===== src/rtl/regseq_pkg.sv =====
package regseq_pkg;
    localparam int DW      = 8;
    localparam int ID_W    = 6;
    localparam int NCH     = 2;
    localparam int SLOTS   = 16;
    localparam int SLOT_W  = $clog2(SLOTS);
    localparam int MAX_OPS = 4;
    localparam int OPS_W   = $clog2(MAX_OPS + 1);

    // register ids with special handling
    localparam logic [ID_W-1:0] ID_CMD    = 6'd0;
    localparam logic [ID_W-1:0] ID_SYNC   = 6'd7;
    localparam logic [ID_W-1:0] ID_TXD    = 6'd8;
    localparam logic [ID_W-1:0] ID_SHARED = 6'd9;
    localparam logic [ID_W-1:0] ID_CLKCMD = 6'd14;
    localparam logic [ID_W-1:0] ID_STAT   = 6'd16;
    localparam logic [ID_W-1:0] ID_VEC    = 6'd18;
    localparam logic [ID_W-1:0] ID_PEND   = 6'd19;
    localparam logic [ID_W-1:0] ID_RXD    = 6'd24;
    localparam logic [ID_W-1:0] ID_OPT    = 6'd33;

    localparam logic [SLOT_W-1:0] SLOT_SEL = 4'd15;
    localparam logic [SLOT_W-1:0] SLOT_OPT = 4'd8;
    localparam logic [SLOT_W-1:0] SLOT_SHR = 4'd9;
    localparam logic [SLOT_W-1:0] PTR_SYNC = 4'd7;

    localparam logic [DW-1:0] KEEP_SHARED = 8'h3F;
    localparam logic [DW-1:0] KEEP_CLKCMD = 8'h1F;

    typedef struct packed {
        logic          to_data;
        logic          wr;
        logic [DW-1:0] val;
    } bus_op_t;

    typedef enum logic [1:0] {K_BUS, K_SHADOW, K_ERR} kind_e;
    typedef enum logic [1:0] {S_IDLE, S_RUN, S_TAIL} state_e;

    typedef struct packed {
        state_e                       st;
        bus_op_t [MAX_OPS-1:0]        ops;
        logic [OPS_W-1:0]             n_ops;
        logic [OPS_W-1:0]             idx;
        logic                         chan;
        logic                         nodelay;
        logic                         stb;
        bus_op_t                      cur;
        logic [DW-1:0]                rdata;
        logic                         done;
        logic                         err;
    } seq_t;
endpackage


===== src/rtl/regseq_gap_timer.sv =====
module regseq_gap_timer #(
    parameter int GAP_CLKS = 44
) (
    input  logic clk,
    input  logic rst_n,
    input  logic load,
    output logic idle
);
    localparam int CW = $clog2(GAP_CLKS + 1);
    localparam logic [CW-1:0] RELOAD = CW'(GAP_CLKS - 1);

    logic [CW-1:0] cnt_d, cnt_q;

    always_comb begin
        cnt_d = cnt_q;
        if (load)
            cnt_d = RELOAD;
        else if (cnt_q != '0)
            cnt_d = cnt_q - 1'b1;
    end

    always_ff @(posedge clk or negedge rst_n) begin
        if (!rst_n) cnt_q <= '0;
        else        cnt_q <= cnt_d;
    end

    assign idle = (cnt_q == '0);
endmodule


===== src/rtl/regseq_shadow.sv =====
module regseq_shadow
    import regseq_pkg::*;
(
    input  logic                      clk,
    input  logic                      rst_n,
    input  logic                      a_we,
    input  logic                      a_chan,
    input  logic [SLOT_W-1:0]         a_slot,
    input  logic [DW-1:0]             a_val,
    input  logic                      s_we,
    input  logic                      s_chan,
    input  logic [DW-1:0]             s_val,
    input  logic                      rd_chan,
    input  logic [SLOT_W-1:0]         rd_slot,
    output logic [DW-1:0]             rd_val,
    output logic [NCH-1:0][DW-1:0]    sel_all
);
    logic [NCH-1:0][SLOTS-1:0][DW-1:0] mem_d, mem_q;
    logic a_eff, rd_eff;

    // the shared slot always lives in channel 0's storage
    assign a_eff  = (a_slot  == SLOT_SHR) ? 1'b0 : a_chan;
    assign rd_eff = (rd_slot == SLOT_SHR) ? 1'b0 : rd_chan;

    always_comb begin
        mem_d = mem_q;
        if (s_we) mem_d[s_chan][SLOT_SEL] = s_val;
        if (a_we) mem_d[a_eff][a_slot]    = a_val;
    end

    always_ff @(posedge clk or negedge rst_n) begin
        if (!rst_n) mem_q <= '0;
        else        mem_q <= mem_d;
    end

    assign rd_val = mem_q[rd_eff][rd_slot];

    for (genvar c = 0; c < NCH; c++) begin : g_sel
        assign sel_all[c] = mem_q[c][SLOT_SEL];
    end
endmodule


===== src/rtl/regseq_decode.sv =====
module regseq_decode
    import regseq_pkg::*;
(
    input  logic [ID_W-1:0]          id,
    input  logic                     is_write,
    input  logic [DW-1:0]            wdata,
    input  logic                     chan,
    input  logic [DW-1:0]            sel_cur,
    output kind_e                    kind,
    output bus_op_t [MAX_OPS-1:0]    ops,
    output logic [OPS_W-1:0]         n_ops,
    output logic                     bus_chan,
    output logic                     sh_we,
    output logic [SLOT_W-1:0]        sh_slot,
    output logic [DW-1:0]            sh_val,
    output logic                     sel_we,
    output logic [DW-1:0]            sel_val,
    output logic [SLOT_W-1:0]        rd_slot
);
    function automatic bus_op_t ptr_op(input logic [SLOT_W-1:0] n);
        bus_op_t o;
        o.to_data = 1'b0;
        o.wr      = 1'b1;
        o.val     = {{(DW-SLOT_W){1'b0}}, n};
        return o;
    endfunction

    function automatic bus_op_t mk_op(input logic dp, input logic w, input logic [DW-1:0] v);
        bus_op_t o;
        o.to_data = dp;
        o.wr      = w;
        o.val     = v;
        return o;
    endfunction

    logic          want_opt;
    logic [DW-1:0] kept;

    always_comb begin
        kind     = K_ERR;
        ops      = '0;
        n_ops    = '0;
        bus_chan = chan;
        sh_we    = 1'b0;
        sh_slot  = id[SLOT_W-1:0];
        sh_val   = wdata;
        sel_we   = 1'b0;
        sel_val  = sel_cur;
        rd_slot  = id[SLOT_W-1:0];
        want_opt = (id == ID_OPT);
        kept     = wdata;
        if (id == ID_SHARED) kept = wdata & KEEP_SHARED;
        if (id == ID_CLKCMD) kept = wdata & KEEP_CLKCMD;

        if (is_write) begin
            if (id == ID_CMD) begin
                kind   = K_BUS;
                ops[0] = mk_op(1'b0, 1'b1, wdata);
                n_ops  = 3'd1;
            end else if (id == ID_TXD) begin
                kind   = K_BUS;
                ops[0] = mk_op(1'b1, 1'b1, wdata);
                n_ops  = 3'd1;
            end else if (id == ID_SYNC || id == ID_OPT) begin
                kind    = K_BUS;
                sh_we   = 1'b1;
                sh_slot = want_opt ? SLOT_OPT : PTR_SYNC;
                if (sel_cur[0] != want_opt) begin
                    sel_we  = 1'b1;
                    sel_val = {sel_cur[DW-1:1], want_opt};
                    ops[0]  = ptr_op(SLOT_SEL);
                    ops[1]  = mk_op(1'b0, 1'b1, {sel_cur[DW-1:1], want_opt});
                    ops[2]  = ptr_op(PTR_SYNC);
                    ops[3]  = mk_op(1'b0, 1'b1, wdata);
                    n_ops   = 3'd4;
                end else begin
                    ops[0]  = ptr_op(PTR_SYNC);
                    ops[1]  = mk_op(1'b0, 1'b1, wdata);
                    n_ops   = 3'd2;
                end
            end else if (id < ID_W'(SLOTS)) begin
                kind   = K_BUS;
                sh_we  = 1'b1;
                sh_val = kept;
                ops[0] = ptr_op(id[SLOT_W-1:0]);
                ops[1] = mk_op(1'b0, 1'b1, kept);
                n_ops  = 3'd2;
            end
        end else begin
            if (id == ID_OPT) begin
                kind    = K_SHADOW;
                rd_slot = SLOT_OPT;
            end else if (id != ID_CMD && id != ID_TXD && id < ID_W'(SLOTS)) begin
                kind    = K_SHADOW;
            end else if (id == ID_STAT) begin
                kind   = K_BUS;
                ops[0] = mk_op(1'b0, 1'b0, '0);
                n_ops  = 3'd1;
            end else if (id == ID_RXD) begin
                kind   = K_BUS;
                ops[0] = mk_op(1'b1, 1'b0, '0);
                n_ops  = 3'd1;
            end else if (id == 6'd17 || id == 6'd22 || id == 6'd23 || id == 6'd26
                         || id == ID_PEND || id == ID_VEC) begin
                kind   = K_BUS;
                ops[0] = ptr_op(id[SLOT_W-1:0]);
                ops[1] = mk_op(1'b0, 1'b0, '0);
                n_ops  = 3'd2;
                if (id == ID_PEND) bus_chan = 1'b0;
                if (id == ID_VEC)  bus_chan = 1'b1;
            end
        end
    end
endmodule


===== src/rtl/regseq_top.sv =====
module regseq_top
    import regseq_pkg::*;
#(
    parameter int GAP_CLKS = 44
) (
    input  logic           clk,
    input  logic           rst_n,
    input  logic           req_valid,
    output logic           req_ready,
    input  logic           req_chan,
    input  logic [5:0]     req_id,
    input  logic [7:0]     req_wdata,
    input  logic           req_write,
    input  logic           req_nodelay,
    output logic           rsp_done,
    output logic [7:0]     rsp_rdata,
    output logic           rsp_err,
    output logic [1:0]     bus_ctrl_stb,
    output logic [1:0]     bus_data_stb,
    output logic           bus_write,
    output logic [7:0]     bus_wdata,
    input  logic [7:0]     bus_rdata
);
    seq_t r_d, r_q;

    logic                   accept;
    logic                   gap_idle;
    logic                   t_load;
    kind_e                  dec_kind;
    bus_op_t [MAX_OPS-1:0]  dec_ops;
    logic [OPS_W-1:0]       dec_n;
    logic                   dec_chan;
    logic                   dec_sh_we, dec_sel_we;
    logic [SLOT_W-1:0]      dec_sh_slot, dec_rd_slot;
    logic [DW-1:0]          dec_sh_val, dec_sel_val;
    logic [DW-1:0]          sh_rd_val;
    logic [NCH-1:0][DW-1:0] sel_all;

    assign req_ready = (r_q.st == S_IDLE);
    assign accept    = req_valid && req_ready;

    regseq_decode u_dec (
        .id       (req_id),
        .is_write (req_write),
        .wdata    (req_wdata),
        .chan     (req_chan),
        .sel_cur  (sel_all[req_chan]),
        .kind     (dec_kind),
        .ops      (dec_ops),
        .n_ops    (dec_n),
        .bus_chan (dec_chan),
        .sh_we    (dec_sh_we),
        .sh_slot  (dec_sh_slot),
        .sh_val   (dec_sh_val),
        .sel_we   (dec_sel_we),
        .sel_val  (dec_sel_val),
        .rd_slot  (dec_rd_slot)
    );

    regseq_shadow u_shadow (
        .clk     (clk),
        .rst_n   (rst_n),
        .a_we    (accept && dec_sh_we),
        .a_chan  (req_chan),
        .a_slot  (dec_sh_slot),
        .a_val   (dec_sh_val),
        .s_we    (accept && dec_sel_we),
        .s_chan  (req_chan),
        .s_val   (dec_sel_val),
        .rd_chan (req_chan),
        .rd_slot (dec_rd_slot),
        .rd_val  (sh_rd_val),
        .sel_all (sel_all)
    );

    regseq_gap_timer #(.GAP_CLKS(GAP_CLKS)) u_gap (
        .clk   (clk),
        .rst_n (rst_n),
        .load  (t_load),
        .idle  (gap_idle)
    );

    always_comb begin
        r_d      = r_q;
        r_d.stb  = 1'b0;
        r_d.done = 1'b0;
        r_d.err  = 1'b0;
        t_load   = 1'b0;
        unique case (r_q.st)
            S_IDLE: begin
                if (accept) begin
                    unique case (dec_kind)
                        K_SHADOW: begin
                            r_d.rdata = sh_rd_val;
                            r_d.done  = 1'b1;
                        end
                        K_ERR: begin
                            r_d.rdata = '0;
                            r_d.done  = 1'b1;
                            r_d.err   = 1'b1;
                        end
                        default: begin
                            r_d.st      = S_RUN;
                            r_d.ops     = dec_ops;
                            r_d.n_ops   = dec_n;
                            r_d.idx     = '0;
                            r_d.chan    = dec_chan;
                            r_d.nodelay = req_nodelay;
                        end
                    endcase
                end
            end
            S_RUN: begin
                if (r_q.idx < r_q.n_ops && gap_idle) begin
                    r_d.stb = 1'b1;
                    r_d.cur = r_q.ops[r_q.idx[1:0]];
                    r_d.idx = r_q.idx + 1'b1;
                    t_load  = 1'b1;
                end else if (r_q.stb && r_q.idx == r_q.n_ops) begin
                    if (!r_q.cur.wr) r_d.rdata = bus_rdata;
                    if (r_q.nodelay || gap_idle) begin
                        r_d.done = 1'b1;
                        r_d.st   = S_IDLE;
                    end else begin
                        r_d.st   = S_TAIL;
                    end
                end
            end
            S_TAIL: begin
                if (gap_idle) begin
                    r_d.done = 1'b1;
                    r_d.st   = S_IDLE;
                end
            end
            default: r_d.st = S_IDLE;
        endcase
    end

    always_ff @(posedge clk or negedge rst_n) begin
        if (!rst_n) begin
            r_q    <= '0;
            r_q.st <= S_IDLE;
        end else begin
            r_q    <= r_d;
        end
    end

    for (genvar c = 0; c < NCH; c++) begin : g_stb
        assign bus_ctrl_stb[c] = r_q.stb && !r_q.cur.to_data && (r_q.chan == c[0]);
        assign bus_data_stb[c] = r_q.stb &&  r_q.cur.to_data && (r_q.chan == c[0]);
    end

    assign bus_write = r_q.stb && r_q.cur.wr;
    assign bus_wdata = r_q.cur.val;
    assign rsp_done  = r_q.done;
    assign rsp_rdata = r_q.rdata;
    assign rsp_err   = r_q.err;
endmodule


===== config.mk =====
export PLATFORM = sky130hd
export DESIGN_NAME = regseq_top
export DESIGN_NICKNAME = d
export VERILOG_FILES = /design/src/rtl/regseq_pkg.sv /design/src/rtl/regseq_gap_timer.sv /design/src/rtl/regseq_shadow.sv /design/src/rtl/regseq_decode.sv /design/src/rtl/regseq_top.sv
export SDC_FILE = /design/constraint.sdc
export NUM_CORES = 1
export LEC_CHECK = 0
export BUFFER_PORTS_ARGS = -buffer_cell sky130_fd_sc_hd__buf_2
export CAP_MARGIN = 30
export CORE_ASPECT_RATIO = 1.75
export CORE_MARGIN = 2
export CORE_UTILIZATION = 61
export DETAILED_ROUTE_END_ITERATION = 10
export PLACE_DENSITY = 0.77
export SLEW_MARGIN = 40
export SYNTH_ARGS = -nofsm -noshare
export SYNTH_HDL_FRONTEND = slang
export SYNTH_SLANG_ARGS = --single-unit
export TNS_END_PERCENT = 10

===== constraint.sdc =====
create_clock -name clk -period 5.4 [get_ports clk]
set_input_delay 1.08 -clock clk [delete_from_list [all_inputs] [get_ports clk]]
set_output_delay 1.08 -clock clk [all_outputs]
set_load 0.01 [all_outputs]

# --- After elaboration in Yosys (flattened, before gate mapping) ---
# Cells that the tools add are included.
word_totals:
  ff_bits: 333
  latchBits: 0
  ramBits: 0
  mem_bits_ro: 0
  in_bits: 28
  out_inout_bits: 24
  word_cells: 262
  memories: 0
op_classes:
  addsub: 2
  mul: 0
  n_div: 0
  magnitude_cmp: 11
  n_eq_ne: 30
  n_shift: 0
  n_mux: 122
  bitwise: 2
  n_reduce_logical: 38
ops:
  columns: ["op", "count"]
  rows:
  - ["$bwmux 256", 2]
  - ["$mux 128", 4]
  - ["$mux 256", 2]
  - ["$demux 128 s1", 2]
  - ["$mux 20", 5]
  - ["$mux 50", 2]
  - ["$mux 8", 12]
  - ["$mux 10", 8]
  - ["$mux 30", 2]
  - ["$mux 19", 3]
  - ["$eq 6x5->1 const B", 8]
  - ["$bmux 8 s4", 1]
  - ["$demux 8 s4", 1]
  - ["$mux 2", 16]
  - ["$mux 1", 31]
  - ["$mux 3", 10]
  - ["$mux 4", 7]
  - ["$mux 9", 3]
  - ["$mux 11", 2]
  - ["$bmux 10 s2", 1]
  - ["$eq 6x4->1 const B", 3]
  - ["$mux 18", 1]
  - ["$pmux 9 s2", 1]
  - ["$logic_and 1x1->1", 17]
  - ["other kinds (38)", 61]

# --- Longest topological paths before layout ---
logic_depth:
  word_depth: 17
  mapped_depth: 14

# --- Cells and area by module ---
# From an unflattened synthesis, not the netlist that was laid out.
unflattened:
  hier_cells: 1505
  hier_area_um2: 17118.9
by_module_without_submodules:
  columns: ["module", "instances", "cells_each", "area_per_inst_um2", "seq_area_each_um2"]
  rows:
  - ["regseq_shadow", 1, 981, 12313.1, 6306.0]
  - ["regseq_top", 1, 341, 3480.8, 1776.7]
  - ["regseq_decode", 1, 146, 968.4, 0.0]
  - ["regseq_gap_timer", 1, 37, 356.6, 150.1]

# --- Worst setup path before layout ---
# OpenSTA, ideal clock, no wires.
synth_timing:
  path_kind: "input port to flip-flop"
  start: "in req_id[1]"
  end: "reg r_q (netlist bit rsp_rdata[2])"
  t_arrival_ns: 3.360
  setup_slack_ns: 1.958
  stages: 14
  cell_sequence: "or2_2 clkbuf_1 clkbuf_1 o21ai_0 nand2_1 a21oi_1 o21ai_0 ha_1 nor2_1 nand2_1 nor2_1 o31a_1 nand3_1 a31oi_1"
synth_between:
  elab_chain_cells: 16
  elab_cells_between_ends: 48
synth_rtl:
  columns: ["item", "line_no", "text"]
  rows:
  - ["from (decl)", "regseq_top.sv:11", "input logic [5:0] req_id,"]
  - ["parallel branches: the longest is 16 deep, another holds $mux 128", null, null]
  - ["to (signal assigned)", "regseq_top.sv:144", "r_q <= r_d;"]
  - ["to (decl)", "regseq_top.sv:24", "seq_t r_d, r_q;"]
# Several ways; the timed one is not identified. The select of a mux whose other input is x is not followed.
# A chain may end at the register's enable or synchronous reset.

# --- Worst setup path after layout ---
layout_timing:
  start: "in req_id[2]"
  end: "reg r_q (netlist bit rsp_rdata[7])"
# The elaborated chain is that of the path after synthesis.

==> out/qor.yml <==
status: "finished clean"
syn_to_final_growth_pct: 8.42
maxSlewHeadroom_pct: 41.0
finalHoldViolations: 0
first_pass_iters: 6
grt_pass1_wl_microns: 63500
synth_top_family_by_area: "multiplexers"
grt_max_degree: 108
cts_max_level: 1
pwr-share-comb_pct: 12.2
final_nets: 1400
cts-root-buf: "clkbuf_16"
synth_mux_area_share_pct: 17.5
gr-usage-all-layers_pct: 32.1
synth_xor_area_share_pct: 0.174
cts_setup_buffers: 0
final_core_util_pct: 67.0
place_congestion: 0.942
startpoint: "req_id[2]"
synth_top_area_cell: "dfrtp_1"
die_y_microns: 212
yosys.area_share.adder_pct: 0.580
netlist_top_cells_count: "320 x dfrtp_1, 207 x nand2_1, 160 x mux2_2, 111 x o21ai_0, 96 x clkbuf_1"
yosys.area.top_type_share_pct: 53.0
hold_slack_ns: 0.379
finalCritPeriodShare_pct: 70.8
layout-drive-gt1-share_pct: 22.3
r2r_start: "u_gap.cnt_q[0]"
p_int_w: 0.00411
pwr-share-clk_pct: 40.0
critPathKind: "primary input to register"
num_vias: 11200
cts_resized: 0
wire_per_inst_microns: 24.0
synth_cell_types: 67
power_switching_w: 0.00147
finalSetupViolations: 0
synth-seq-cells: 320
synthTopCellsByArea: "dfrtp_1 53%, mux2_2 12%, nand2_1 5.1%, mux2i_1 4.0%, o21ai_0 3.7%"
p_seq_share_pct: 47.8
synth_edf_count: 0
synth_seq_area_share_pct: 53.0
die_area_sq_um: 26100
ir_drop_uv: 213
diodes: 0
p_leak_nw: 7.73
synth.most_common_cell: "dfrtp_1"
core_area_sq_um: 24400
yosysWarnings: 0
hpwl_microns: 27200
cts-hold-fix-buffers: 0
drt_iter0_drc: 1036
avgSynthCellArea_sq_um: 10.7
fmax_mhz: 261
insertion_delay_ns: 0.56
cp_data_arrival_time_ns: 4.29
total_power_w: 0.00558
final_antenna_net_count: 0
ys_async_sr_fraction_pct: 100
skew_ns: 0.00914
setup-tns-final_ns: 0
numCtsBuffers: 28
fp.dieW_microns: 123
clkSinkCount: 320
grt_overflow_total: 0
crit_fanout: 25
fin_crit_ns: 3.82
max_slew.worst_pin.slew_ns: 0.886
synthCells: 1406
place_ws_ns: 1.14
min_path_type: "register to register"
maxCapViolations: 0
start_kind: "primary input"
synthSimpleGateAreaFrac_pct: 13.0
rows: 76
start_util_pct: 61.8
crit_required_ns: 5.86
worstHoldStart: "u_shadow.mem_q[131]"
p_sw_share_pct: 26.4
fin_ws_ns: 1.58
drt-total-wl_microns: 40800
io_buffers: 51
tritoncts: "yes"
synth_compound_area_share_pct: 11.3
antenna_found_initial: 0
synth_nets: 1441
first_global_vias: 11300
end_kind: "register"
drc_errors: 0
pwr_density_cell_nw_per_um2: 341
synth_area_sq_um: 15100
avgViaCountPerCell: 6.57
path_clk_slew_ns: 0.07
rsz0062_at_grt: "false"
synth_flop_cell: "dfrtp_1"
slew_violations: 0
pin_count: 52
clk_path_buf_depth: 3
[worst max-delay path: stages]
cell	delay (ns)
buf_2	0.43
or2_2	0.49
o21ai_0	0.14
nand2_1	0.10
a21oi_1	0.06
o21ai_0	0.25
ha_1	0.33
nor2_1	0.22
nand2_1	0.08
nor2_1	0.59
o2111ai_1	0.29
o211ai_1	0.20
[flip-flops by register name, indices dropped and copies added (netlist names)]
signal,flops
bus_wdata,8
r_q,40
rsp_err,1
rsp_done,1
rsp_rdata,8
u_shadow.mem_q,240
u_gap.cnt_q,6
u_shadow.sel_all,16
[per-stage QoR]
stage          instance area, sq um  std cells
2_1_floorplan                 15100       1406
3_5_place_dp                  15400       1647
4_1_cts                       16400       1699
6_report                      16400       1699
3_3_place_gp                  15300       1646
5_1_grt                       16400       1699
[layout make-up]
type / instances / area (sq um)
clock buffers: 38 / 790
clock inverters: 14 / 226
fillers: 1855 / 8060
multi-input cells: 931 / 6460
inverters: 17 / 63.8
flip-flops and latches: 320 / 8010
well taps: 312 / 390
repair buffers: 67 / 445
[cells in the final DEF (no fill, tap or decap), types with 9 or more instances in the layout]
cell type and n:
a21oi_1 54, mux2i_1 60, and2_1 12, buf_4 13, nor3_1 14, clkbuf_16 29, nand4_1 14, a22o_1 9
o21ai_0 109, o22ai_1 9, buf_2 49, nor2_1 48, mux2_1 11, a31oi_1 10, inv_1 16, dfrtp_1 320
nand3_1 61, mux2_2 160, a221oi_1 27, nand2_1 206
[layer usage]
layer  global-route usage (%)  wire length (microns)
met1                     38.2                  15100
met2                     52.9                  20200
met3                     4.69                   2380
met4                     22.4                   3170
met5                        0                      0
[final timing paths]
check / to / slack (ns) / cells after the start
worst max-delay path: rsp_rdata[7] / 1.58 / 12
worst min-delay path: u_shadow.mem_q[131] / 0.38 / 0
worst max register to register: rsp_rdata[7] / 2.11 / 9
worst min register to register: u_shadow.mem_q[131] / 0.38 / 0
max in group asynchronous: u_shadow.mem_q[153] / 3.71 / 3
min in group asynchronous: r_q[42] / 0.44 / 1
[cell families (layout without fill, tap and decap cells)]
kind of cell / after synthesis / after routing
xor+xnor: 3 / 3
flops: 320 / 320
compound gates: 270 / 270
mux: 236 / 236
simple gates: 415 / 415
buf+inv: 155 / 136
fa+ha+maj: 7 / 7
[power by group through the flow]
stage               logic (W)  registers [W]  clock network (W)
finish               0.000683        0.00267            0.00223
global route         0.000752        0.00269            0.00234
CTS                  0.000681        0.00267            0.00224
detailed placement   0.000677        0.00271                  0
global placement     0.000655        0.00271                  0
floorplan            0.000488        0.00265                  0
Note: power is estimated with default switching activity, not from simulation.
